[src/rtl/sw_slot_pkg.sv]
// Shared types for the single-wire slot front end.
// Assumes: nothing beyond IEEE 1800-2017 packages.
package sw_slot_pkg;
    typedef enum logic [2:0] {
        ST_IDLE   = 3'd0,   // line high, waiting for a host falling edge
        ST_LOW    = 3'd1,   // inside a low period, timing it
        ST_PWAIT  = 3'd2,   // reset seen, waiting before presence
        ST_PDRIVE = 3'd3,   // driving the presence pulse
        ST_RECOV  = 3'd4    // waiting for the line to read high again
    } slot_st_t;
endpackage

[src/rtl/sw_line_sync.sv]
// Synchronizes the raw line and produces edge strobes.
// Falling edges are masked while the slave's own pull-down is active or
// was active within the synchronizer latency.
// Assumes: line_raw is asynchronous to clk; reset value is the idle level.
module sw_line_sync (
    input  logic clk,
    input  logic rst_n,
    input  logic line_raw,
    input  logic self_pull,
    output logic line_s,
    output logic fall,
    output logic rise
);
    logic [1:0] sync_q;
    logic       prev_q;
    logic [2:0] pull_hist_q;

    // Two-flop synchronizer, previous-level register and own-drive history.
    always_ff @(posedge clk) begin
        if (!rst_n) begin
            sync_q      <= 2'b11;
            prev_q      <= 1'b1;
            pull_hist_q <= '0;
        end else begin
            sync_q      <= {sync_q[0], line_raw};
            prev_q      <= sync_q[1];
            pull_hist_q <= {pull_hist_q[1:0], self_pull};
        end
    end

    assign line_s = sync_q[1];
    assign fall   = prev_q & ~sync_q[1] & ~self_pull & ~(|pull_hist_q);
    assign rise   = ~prev_q & sync_q[1];
endmodule

[src/rtl/sw_slot_timer.sv]
// Times low periods in ticks and classifies them as bit slots, aborts
// or bus resets. Drives presence pulses and read-0 holds.
// Assumes: T_SAMPLE <= T_ABORT < T_RESET, T_PDLY >= 1, T_PLEN >= 1.
module sw_slot_timer
    import sw_slot_pkg::*;
#(
    parameter int T_SAMPLE = 30,
    parameter int T_HOLD0  = 30,
    parameter int T_ABORT  = 120,
    parameter int T_RESET  = 480,
    parameter int T_PDLY   = 30,
    parameter int T_PLEN   = 120
) (
    input  logic clk,
    input  logic rst_n,
    input  logic tick,
    input  logic line_s,
    input  logic fall,
    input  logic rise,
    input  logic drive0_req,
    output logic pull,
    output logic bit_done,
    output logic bit_val,
    output logic clear,
    output logic reset_det
);
    localparam int CW = $clog2(T_RESET + 1);
    localparam logic [CW-1:0] K_SAMPLE = CW'(T_SAMPLE);
    localparam logic [CW-1:0] K_HOLD0  = CW'(T_HOLD0);
    localparam logic [CW-1:0] K_ABORT  = CW'(T_ABORT);
    localparam logic [CW-1:0] K_RESET  = CW'(T_RESET);
    localparam logic [CW-1:0] K_PDLY1  = CW'(T_PDLY - 1);
    localparam logic [CW-1:0] K_PLEN1  = CW'(T_PLEN - 1);

    slot_st_t       st_q;
    logic [CW-1:0]  cnt_q;
    logic           smp_q;
    logic           drive0_q;

    // Slot state machine: low-period timing, classification, presence.
    always_ff @(posedge clk) begin
        if (!rst_n) begin
            st_q      <= ST_IDLE;
            cnt_q     <= '0;
            smp_q     <= 1'b1;
            drive0_q  <= 1'b0;
            bit_done  <= 1'b0;
            bit_val   <= 1'b1;
            clear     <= 1'b0;
            reset_det <= 1'b0;
        end else begin
            bit_done  <= 1'b0;
            clear     <= 1'b0;
            reset_det <= 1'b0;
            case (st_q)
                ST_IDLE: begin
                    if (fall) begin
                        st_q     <= ST_LOW;
                        cnt_q    <= '0;
                        smp_q    <= 1'b1;
                        drive0_q <= drive0_req;
                    end
                end
                ST_LOW: begin
                    if (rise) begin
                        drive0_q <= 1'b0;
                        if (cnt_q >= K_RESET) begin
                            reset_det <= 1'b1;
                            clear     <= 1'b1;
                            st_q      <= ST_PWAIT;
                            cnt_q     <= '0;
                        end else if (cnt_q > K_ABORT) begin
                            st_q <= ST_IDLE;
                        end else begin
                            bit_done <= 1'b1;
                            bit_val  <= smp_q;
                            st_q     <= ST_IDLE;
                        end
                    end else if (tick) begin
                        if (cnt_q < K_RESET) cnt_q <= cnt_q + 1'b1;
                        if (cnt_q + 1'b1 == K_SAMPLE) smp_q <= line_s;
                        if (cnt_q == K_ABORT) clear <= 1'b1;
                    end
                end
                ST_PWAIT: begin
                    if (tick) begin
                        if (cnt_q == K_PDLY1) begin
                            st_q  <= ST_PDRIVE;
                            cnt_q <= '0;
                        end else begin
                            cnt_q <= cnt_q + 1'b1;
                        end
                    end
                end
                ST_PDRIVE: begin
                    if (tick) begin
                        if (cnt_q == K_PLEN1) begin
                            st_q  <= ST_RECOV;
                            cnt_q <= '0;
                        end else begin
                            cnt_q <= cnt_q + 1'b1;
                        end
                    end
                end
                ST_RECOV: begin
                    if (line_s) st_q <= ST_IDLE;
                end
                default: st_q <= ST_IDLE;
            endcase
        end
    end

    // Pull-down request: presence pulse or the hold of a read-0 slot.
    assign pull = (st_q == ST_PDRIVE) |
                  ((st_q == ST_LOW) & drive0_q & (cnt_q < K_HOLD0));

    p_cnt_bound_r2: assert property (@(posedge clk) disable iff (!rst_n)
        cnt_q <= K_RESET);
    p_release_outside_r1: assert property (@(posedge clk) disable iff (!rst_n)
        (st_q == ST_IDLE || st_q == ST_PWAIT || st_q == ST_RECOV) |-> !pull);
    p_reset_quiet_r3: assert property (@(posedge clk) disable iff (!rst_n)
        reset_det |-> !pull && !bit_done);
endmodule

[src/rtl/sw_byte_shift.sv]
// LSB-first byte assembly for received bits and disassembly for
// transmitted bits, with a single-byte transmit holding register.
// Assumes: bit_done is a one-cycle strobe; clear has priority.
module sw_byte_shift #(
    parameter int W = 8
) (
    input  logic         clk,
    input  logic         rst_n,
    input  logic         clear,
    input  logic         bit_done,
    input  logic         bit_val,
    input  logic         tx_mode,
    input  logic         tx_load,
    input  logic [W-1:0] tx_data,
    output logic         rx_valid,
    output logic [W-1:0] rx_data,
    output logic         tx_req,
    output logic         drive0_req
);
    localparam int BW = $clog2(W);
    localparam logic [BW-1:0] LAST = BW'(W - 1);

    logic [W-1:0]  rx_sh_q;
    logic [BW-1:0] rx_cnt_q;
    logic [W-1:0]  tx_sh_q;
    logic [BW-1:0] tx_cnt_q;
    logic          tx_full_q;
    logic [W-1:0]  rx_next;

    assign rx_next = {bit_val, rx_sh_q[W-1:1]};

    // Receive path: shift in bits, publish the byte after the last one.
    always_ff @(posedge clk) begin
        if (!rst_n) begin
            rx_sh_q  <= '0;
            rx_cnt_q <= '0;
            rx_valid <= 1'b0;
            rx_data  <= '0;
        end else begin
            rx_valid <= 1'b0;
            if (clear) begin
                rx_cnt_q <= '0;
            end else if (bit_done && !tx_mode) begin
                rx_sh_q <= rx_next;
                if (rx_cnt_q == LAST) begin
                    rx_cnt_q <= '0;
                    rx_valid <= 1'b1;
                    rx_data  <= rx_next;
                end else begin
                    rx_cnt_q <= rx_cnt_q + 1'b1;
                end
            end
        end
    end

    // Transmit path: load a byte when empty, shift one bit per slot.
    always_ff @(posedge clk) begin
        if (!rst_n) begin
            tx_sh_q   <= '0;
            tx_cnt_q  <= '0;
            tx_full_q <= 1'b0;
        end else if (clear) begin
            tx_cnt_q  <= '0;
            tx_full_q <= 1'b0;
        end else if (tx_load && !tx_full_q) begin
            tx_sh_q   <= tx_data;
            tx_cnt_q  <= '0;
            tx_full_q <= 1'b1;
        end else if (bit_done && tx_mode && tx_full_q) begin
            tx_sh_q <= {1'b1, tx_sh_q[W-1:1]};
            if (tx_cnt_q == LAST) begin
                tx_cnt_q  <= '0;
                tx_full_q <= 1'b0;
            end else begin
                tx_cnt_q <= tx_cnt_q + 1'b1;
            end
        end
    end

    assign tx_req     = tx_mode & ~tx_full_q;
    assign drive0_req = tx_mode & tx_full_q & ~tx_sh_q[0];

    p_rx_strobe_r5: assert property (@(posedge clk) disable iff (!rst_n)
        rx_valid |=> !rx_valid);
    p_tx_hold_r7: assert property (@(posedge clk) disable iff (!rst_n)
        (!bit_done && !clear && !tx_load) |=> $stable(tx_full_q));
    p_req_mode_r8: assert property (@(posedge clk) disable iff (!rst_n)
        !tx_mode |-> !tx_req && !drive0_req);
endmodule

[src/rtl/sw_slot_frontend.sv]
// Top of the single-wire slave slot front end: synchronizer, slot timer
// and byte shifter. Output is an open-drain pull-down enable.
// Assumes: tick is a one-cycle strobe from a free-running time base.
module sw_slot_frontend #(
    parameter int DATA_W   = 8,
    parameter int T_SAMPLE = 30,
    parameter int T_HOLD0  = 30,
    parameter int T_ABORT  = 120,
    parameter int T_RESET  = 480,
    parameter int T_PDLY   = 30,
    parameter int T_PLEN   = 120
) (
    input  logic              clk,
    input  logic              rst_n,
    input  logic              tick,
    input  logic              line_in,
    output logic              pull_low,
    input  logic              tx_mode,
    input  logic              tx_load,
    input  logic [DATA_W-1:0] tx_byte,
    output logic              tx_req,
    output logic              rx_valid,
    output logic [DATA_W-1:0] rx_byte,
    output logic              bus_reset
);
    logic line_s, fall, rise;
    logic bit_done, bit_val, clear, drive0_req;

    sw_line_sync i_sync (
        .clk       (clk),
        .rst_n     (rst_n),
        .line_raw  (line_in),
        .self_pull (pull_low),
        .line_s    (line_s),
        .fall      (fall),
        .rise      (rise)
    );

    sw_slot_timer #(
        .T_SAMPLE (T_SAMPLE),
        .T_HOLD0  (T_HOLD0),
        .T_ABORT  (T_ABORT),
        .T_RESET  (T_RESET),
        .T_PDLY   (T_PDLY),
        .T_PLEN   (T_PLEN)
    ) i_timer (
        .clk        (clk),
        .rst_n      (rst_n),
        .tick       (tick),
        .line_s     (line_s),
        .fall       (fall),
        .rise       (rise),
        .drive0_req (drive0_req),
        .pull       (pull_low),
        .bit_done   (bit_done),
        .bit_val    (bit_val),
        .clear      (clear),
        .reset_det  (bus_reset)
    );

    sw_byte_shift #(
        .W (DATA_W)
    ) i_shift (
        .clk        (clk),
        .rst_n      (rst_n),
        .clear      (clear),
        .bit_done   (bit_done),
        .bit_val    (bit_val),
        .tx_mode    (tx_mode),
        .tx_load    (tx_load),
        .tx_data    (tx_byte),
        .rx_valid   (rx_valid),
        .rx_data    (rx_byte),
        .tx_req     (tx_req),
        .drive0_req (drive0_req)
    );

    p_reset_no_rx_r2: assert property (@(posedge clk) disable iff (!rst_n)
        bus_reset |=> !rx_valid);
endmodule

[config.mk]
export PLATFORM = sky130hd
export DESIGN_NAME = sw_slot_frontend
export DESIGN_NICKNAME = d
export VERILOG_FILES = /design/src/rtl/sw_slot_pkg.sv /design/src/rtl/sw_line_sync.sv /design/src/rtl/sw_slot_timer.sv /design/src/rtl/sw_byte_shift.sv /design/src/rtl/sw_slot_frontend.sv
export SDC_FILE = /design/constraint.sdc
export NUM_CORES = 1
export LEC_CHECK = 0
export BUFFER_PORTS_ARGS = -buffer_cell sky130_fd_sc_hd__buf_2
export CORE_ASPECT_RATIO = 0.75
export CORE_MARGIN = 2
export CORE_UTILIZATION = 25
export DETAILED_ROUTE_END_ITERATION = 8
export GPL_TIMING_DRIVEN = 0
export MAX_ROUTING_LAYER = met4
export SLEW_MARGIN = 20
export SYNTH_ARGS = -nofsm -noshare
export SYNTH_HDL_FRONTEND = slang
export SYNTH_SLANG_ARGS = --single-unit
[constraint.sdc]
create_clock -name clk -period 3.2 [get_ports clk]
set_input_delay 0.16 -clock clk [delete_from_list [all_inputs] [get_ports clk]]
set_output_delay 0.16 -clock clk [all_outputs]
set_load 0.02 [all_outputs]
==> results.json, run 1 <==
{
  "cts_setup_buffers": 0,
  "crit_required_ps": 3430,
  "path_cells": "ha_1, xnor2_1, or3_1, a2111oi_0, mux2_2, a21oi_1",
  "hold_start": "line_in",
  "routedWlPerCell_um": 12.4,
  "rows": 31,
  "whs_ps": 40.4,
  "via_per_inst": 4.79,
  "layout_common_cells": "dfxtp_1 (55), nand2_1 (44), nor2_1 (30)",
  "vdd_drop_max_mv": 0.255,
  "synth_nets": 327,
  "gp_congestion": 0.840,
  "netlist_area_mm2": 0.00255,
  "r2r_cells": 6,
  "path_clk_slew_ps": 70,
  "drtIter0Drc": 202,
  "drc_errors": 0,
  "syn_area_per_cell_um2": 8.32,
  "clkLatencyLatePin_ps": 290,
  "die_w_um": 121,
  "ys_seq_area_share_pct": 43.1,
  "vias": 2262,
  "area.growth.synth_to_final_pct": 18.2,
  "overflow": 0,
  "async_flop_share_pct": 0,
  "ys_types": 48,
  "start_util_pct": 26.0,
  "max_stage_delay_ps": 530,
  "hold_class": "in -> reg",
  "grt_setup_unrepaired": "no",
  "synth-edff-count": 0,
  "p_leak_uw": 0.00108,
  "synth_top_cell_area_share_pct": 43.1,
  "cp_max_fo": 6,
  "setup-tns-final_ps": 0,
  "dp_hpwl_um": 4290,
  "power.density_mw_per_mm2": 497,
  "drt_wl_total_um": 5860,
  "track_usage_pct": 11.7,
  "ys.flop_type": "dfxtp_1",
  "final_common_cell": "dfxtp_1",
  "drv_cap": 0,
  "ant_nets": 0,
  "cts-root-buf": "clkbuf_16",
  "min_delay_worst_endpoint": "i_sync.sync_q[0]$_SDFF_PN1_",
  "hold_viol": 0,
  "fp.dieH_um": 91.5,
  "final-setup-viol-count": 0,
  "fin_skew_ps": 2.58,
  "holdBufCountCts": 0,
  "crit_arrival_ps": 2460,
  "io_buffers": 25,
  "status": "completed",
  "final.period_utilization_pct": 69.8,
  "tightest_slew_ps": 569,
  "cp-start-kind": "register",
  "cts.sinks": 55,
  "rr_startpoint": "i_timer.cnt_q[0]$_SDFFE_PN0P_",
  "yosysWarnings": 0,
  "synth_cells": 307,
  "end_kind": "register",
  "clockBufferDepth": 2,
  "cts_made_buffers": 5,
  "hold_depth": 2,
  "slew_viol_final": 0,
  "grt_pass1_vias": 2057,
  "h-tree-depth": 2,
  "synth_top_area_cell": "dfxtp_1",
  "critical-path-slowest-cell": "a2111oi_0",
  "yosys_register_bits": 55,
  "post-route-min-period_ps": 2230,
  "antenna-diode-count": 0,
  "maxSlewHeadroom_pct": 61.9,
  "ctsResizeCount": 0,
  "core_mm2": 0.00981,
  "final_layout_size_suffix_gt1_share_pct": 15.3,
  "dieArea_mm2": 0.0110,
  "regToRegEndpoint": "i_timer.smp_q$_SDFFE_PN1P_",
  "finish.utilization_pct": 30.8,
  "firstDrtPassIters": 4,
  "path_class": "reg -> reg",
  "grt_pass1_wl_um": 10100,
  "nets": 359,
  "synth_area_leaders": "dfxtp_1 (43%), nand2_1 (6.5%), a21oi_1 (4.9%)",
  "ioPinCount": 26,
  "fmax_ghz": 0.448,
  "cts_tree": "done",
  "grt_max_degree": 17,
  "rrSetupSlack_ps": 970,
  "antenna_found_initial": 0
}
per-layer routing:
layer	routed length, um	share of wire [%]	vias up	GRT usage, %
met5	0	0	-	-
li1	-	-	1156	-
met3	370	6.3	9	4.02
met2	2280	39	59	15.8
met1	3140	54	1038	16.5
met4	68	1.2	0	2.62
state kept, by name, summed over array words and instances (netlist names):
register            count
i_timer.drive0_q        1
i_shift.tx_full_q       1
i_timer.bit_val         1
i_timer.cnt_q           9
i_sync.pull_hist_q      3
i_timer.smp_q           1
i_shift.rx_data         8
i_sync.sync_q           2
i_shift.tx_sh_q         8
i_sync.prev_q           1
i_shift.tx_cnt_q        3
i_shift.rx_cnt_q        3
i_shift.rx_sh_q         7
i_timer.reset_det       1
i_shift.rx_valid        1
i_timer.clear           1
i_timer.bit_done        1
i_timer.st_q            3
power by group:
part | switching (uW) | leakage (uW) | total, uW | internal [uW]
Combinational | 96.0 | 0.000552 | 152 | 56.3
Sequential | 17.2 | 0.000446 | 718 | 701
Clock | 240 | 0.0000868 | 629 | 389
per-stage QoR:
stage,instances,worst slack (ps),instance area (um^2),power [uW]
detailed placement,464,997,2840,886
floorplan,307,1270,2550,840
global placement,464,1000,2840,883
finish,472,966,3020,1500
global route,472,822,3020,1570
CTS,472,969,3020,1510
cell type report:
class                   instances  area (um^2)
plain buffers                  17         68.8
fillers                      1012         6800
repair buffers                 25          125
flip-flops and latches         55         1100
inverters                       7         26.3
multi-input cells             228         1360
well taps                     132          165
clock buffers                   6          139
clock inverters                 2         35.0
kinds of logic (layout without fill, tap and decap cells):
kind of cell    count (synthesis)  after routing  synth area share (%)
compound gates                 68             68                  19.0
flops                          55             55                  43.1
fa+ha+maj                       6              6                  2.94
xor+xnor                        1              1                 0.343
simple gates                  150            150                  29.6
buf+inv                        24             57                  3.72
mux                             3              3                  1.22
how the worst max path moves through the flow:
stage                     cells after the start                           from  slack (ps)                          to
after floorplan                               6  i_timer.cnt_q[0]$_SDFFE_PN0P_        1270  i_timer.smp_q$_SDFFE_PN1P_
after global placement                        6  i_timer.cnt_q[0]$_SDFFE_PN0P_        1000  i_timer.smp_q$_SDFFE_PN1P_
after detailed placement                      6  i_timer.cnt_q[0]$_SDFFE_PN0P_        1000  i_timer.smp_q$_SDFFE_PN1P_
after CTS                                     6  i_timer.cnt_q[0]$_SDFFE_PN0P_         970  i_timer.smp_q$_SDFFE_PN1P_
after global routing                          6  i_timer.cnt_q[0]$_SDFFE_PN0P_         820  i_timer.smp_q$_SDFFE_PN1P_
final                                         6  i_timer.cnt_q[0]$_SDFFE_PN0P_         970  i_timer.smp_q$_SDFFE_PN1P_
worst max-delay path, delay by kind of cell (launching register included):
kind / cells / cell delay, ps
flip-flops: 1 / 450
multiplexers: 1 / 390
adder cells (fa/ha/maj): 1 / 280
XOR/XNOR: 1 / 70
AND/OR/NAND/NOR: 1 / 300
AO/OA/AOI/OAI: 2 / 670
synth_stat cells (2+ instances only):
cell,instances
dfxtp_1,55
nand2_1,44
nor2_1,30
a21oi_1,25
nand3_1,20
clkbuf_1,13
o21ai_0,13
nand2b_1,11
nor3_1,11
a311oi_1,7
inv_1,7
ha_1,6
o211ai_1,6
nand4_1,5
or3_1,5
and2_1,4
buf_2,3
nor3b_1,3
or2_2,3
a21oi_2,2
a31oi_1,2
mux2i_1,2
nand3b_1,2
nand4b_1,2
nor2b_1,2
o311ai_2,2
No activity file was read; power rests on OpenSTA's default activity.
==> run 2: changes to the inputs <==
==> constraint.sdc (replaced) <==
create_clock -name clk -period 2.3 [get_ports clk]
set_input_delay 0.115 -clock clk [delete_from_list [all_inputs] [get_ports clk]]
set_output_delay 0.115 -clock clk [all_outputs]
set_load 0.02 [all_outputs]
==> run 2 against run 1 <==
Clock power increased by 39%. Sequential power increased by 39%. Critical path depth unchanged. Largest cell class unchanged. Worst setup slack got worse by 810 ps. Highest routed layer unchanged. Maximum frequency increased by 4.2%. Wire length about the same. Die area unchanged. Cell count increased by 0.21%. Critical path type unchanged.
==> results.json, run 2 (synthesis results as in run 1) <==
{
  "critical-path-slowest-cell": "a2111oi_1",
  "hold_class": "in -> reg",
  "top_regs": "i_timer.cnt_q: 9 flops, i_shift.rx_data: 8 flops, i_shift.tx_sh_q: 8 flops",
  "cts-root-buf": "clkbuf_16",
  "fp.dieH_um": 91.5,
  "vdd_drop_max_mv": 0.355,
  "firstDrtPassIters": 4,
  "rows": 31,
  "io_buffers": 25,
  "final.period_utilization_pct": 93.2,
  "start_util_pct": 26.0,
  "routedWlPerCell_um": 12.4,
  "clkLatencyLatePin_ps": 290,
  "drc_errors": 0,
  "p_leak_uw": 0.00109,
  "grt_pass1_vias": 2057,
  "cts_tree": "done",
  "final-setup-viol-count": 0,
  "antenna-diode-count": 0,
  "crit_required_ps": 2530,
  "grt_max_degree": 17,
  "path_clk_slew_ps": 70,
  "die_w_um": 121,
  "max_stage_delay_ps": 460,
  "overflow": 0,
  "grt_pass1_wl_um": 10100,
  "final_common_cell": "dfxtp_1",
  "final_layout_size_suffix_gt1_share_pct": 15.2,
  "drv_cap": 0,
  "cts_setup_buffers": 0,
  "regMostFlops": "i_timer.cnt_q",
  "grt_setup_unrepaired": "no",
  "regArea_mm2": 0.00110,
  "ant_nets": 0,
  "crit_arrival_ps": 2370,
  "largest_reg_flops": 9,
  "clockBufferDepth": 2,
  "total_power_uw": 2090,
  "h-tree-depth": 2,
  "filler_cell_count": 1012,
  "end_kind": "register",
  "dieArea_mm2": 0.0110,
  "fin_skew_ps": 2.58,
  "cts.sinks": 55,
  "maxSlewHeadroom_pct": 62.5,
  "drtIter0Drc": 214,
  "status": "completed",
  "setup-tns-final_ps": 0,
  "dp_hpwl_um": 4290,
  "multi_input_area_mm2": 0.00136,
  "ioPinCount": 26,
  "vias": 2253,
  "path_cells": "ha_1, xnor2_1, or3_1, a2111oi_1, mux2_2, a21oi_1",
  "post-route-min-period_ps": 2140,
  "layout_common_cells": "dfxtp_1 (55), nand2_1 (44), nor2_1 (30)",
  "cts_made_buffers": 5,
  "hold_viol": 0,
  "fmax_ghz": 0.466,
  "whs_ps": 81.3,
  "slew_viol_final": 0,
  "antenna_found_initial": 0,
  "path_class": "reg -> reg",
  "core_mm2": 0.00981,
  "track_usage_pct": 11.7,
  "tightest_slew_ps": 560,
  "nets": 360,
  "gp_congestion": 0.840,
  "area.growth.synth_to_final_pct": 18.6,
  "cp_max_fo": 6,
  "drt_wl_total_um": 5870,
  "via_per_inst": 4.76,
  "cp-start-kind": "register",
  "power.density_mw_per_mm2": 689
}
run 2: path summary, 6_finish.rpt:
check                                start                          end  slack, ps  cells past startpoint
min                                  rst_n     i_sync.prev_q$_SDFF_PN1_         80                      2
min reg2reg    i_sync.sync_q[0]$_SDFF_PN1_  i_sync.sync_q[1]$_SDFF_PN1_        410                      1
max          i_timer.cnt_q[0]$_SDFFE_PN0P_   i_timer.smp_q$_SDFFE_PN1P_        160                      6
max reg2reg  i_timer.cnt_q[0]$_SDFFE_PN0P_   i_timer.smp_q$_SDFFE_PN1P_        160                      6
run 2: critical path, delay by kind of cell, from the launching register on:
kind / cells / cell delay [ps]
AO/OA/AOI/OAI: 2 / 600
multiplexers: 1 / 380
AND/OR/NAND/NOR: 1 / 310
XOR/XNOR: 1 / 70
adder cells (fa/ha/maj): 1 / 280
flip-flops: 1 / 440
run 2: timing repair:
item	4_1_cts	5_1_grt
hold buffers	1	0
endpoints found under the setup margin	0	1
resized for setup	0	1
endpoints found under the hold margin	1	0
run 2: per-layer routing:
| layer | routed length, um | track usage (%) | vias to the layer above |
|---|---|---|---|
| met5 | 0 | - | - |
| met3 | 382 | 4.02 | 9 |
| li1 | - | - | 1156 |
| met1 | 3110 | 16.5 | 1034 |
| met4 | 68 | 2.62 | 0 |
| met2 | 2300 | 15.8 | 54 |
run 2: power breakdown:
part	internal (uW)	switching [uW]
clock network	542	334
logic	79.4	134
registers	976	23.3
run 2: through the flow:
stage	util, %	setup WS (ps)	std cells	area (um^2)
final	30.9	156	473	3030
after global routing	30.9	3.93	473	3030
after CTS	30.9	68.5	473	3030
after detailed placement	29.0	96.8	464	2840
after global placement	29.0	105	464	2840
after floorplan	-	366	307	2550
run 2: area by class of cell:
class                      instances  share of cell area, %
inverter                           7                  0.867
multi-input combinational        228                   44.9
buffer                            17                   2.27
sequential                        55                   36.3
clock buffer                       6                   4.58
tap                              132                   5.45
clock inverter                     2                   1.16
timing repair buffer              26                   4.46
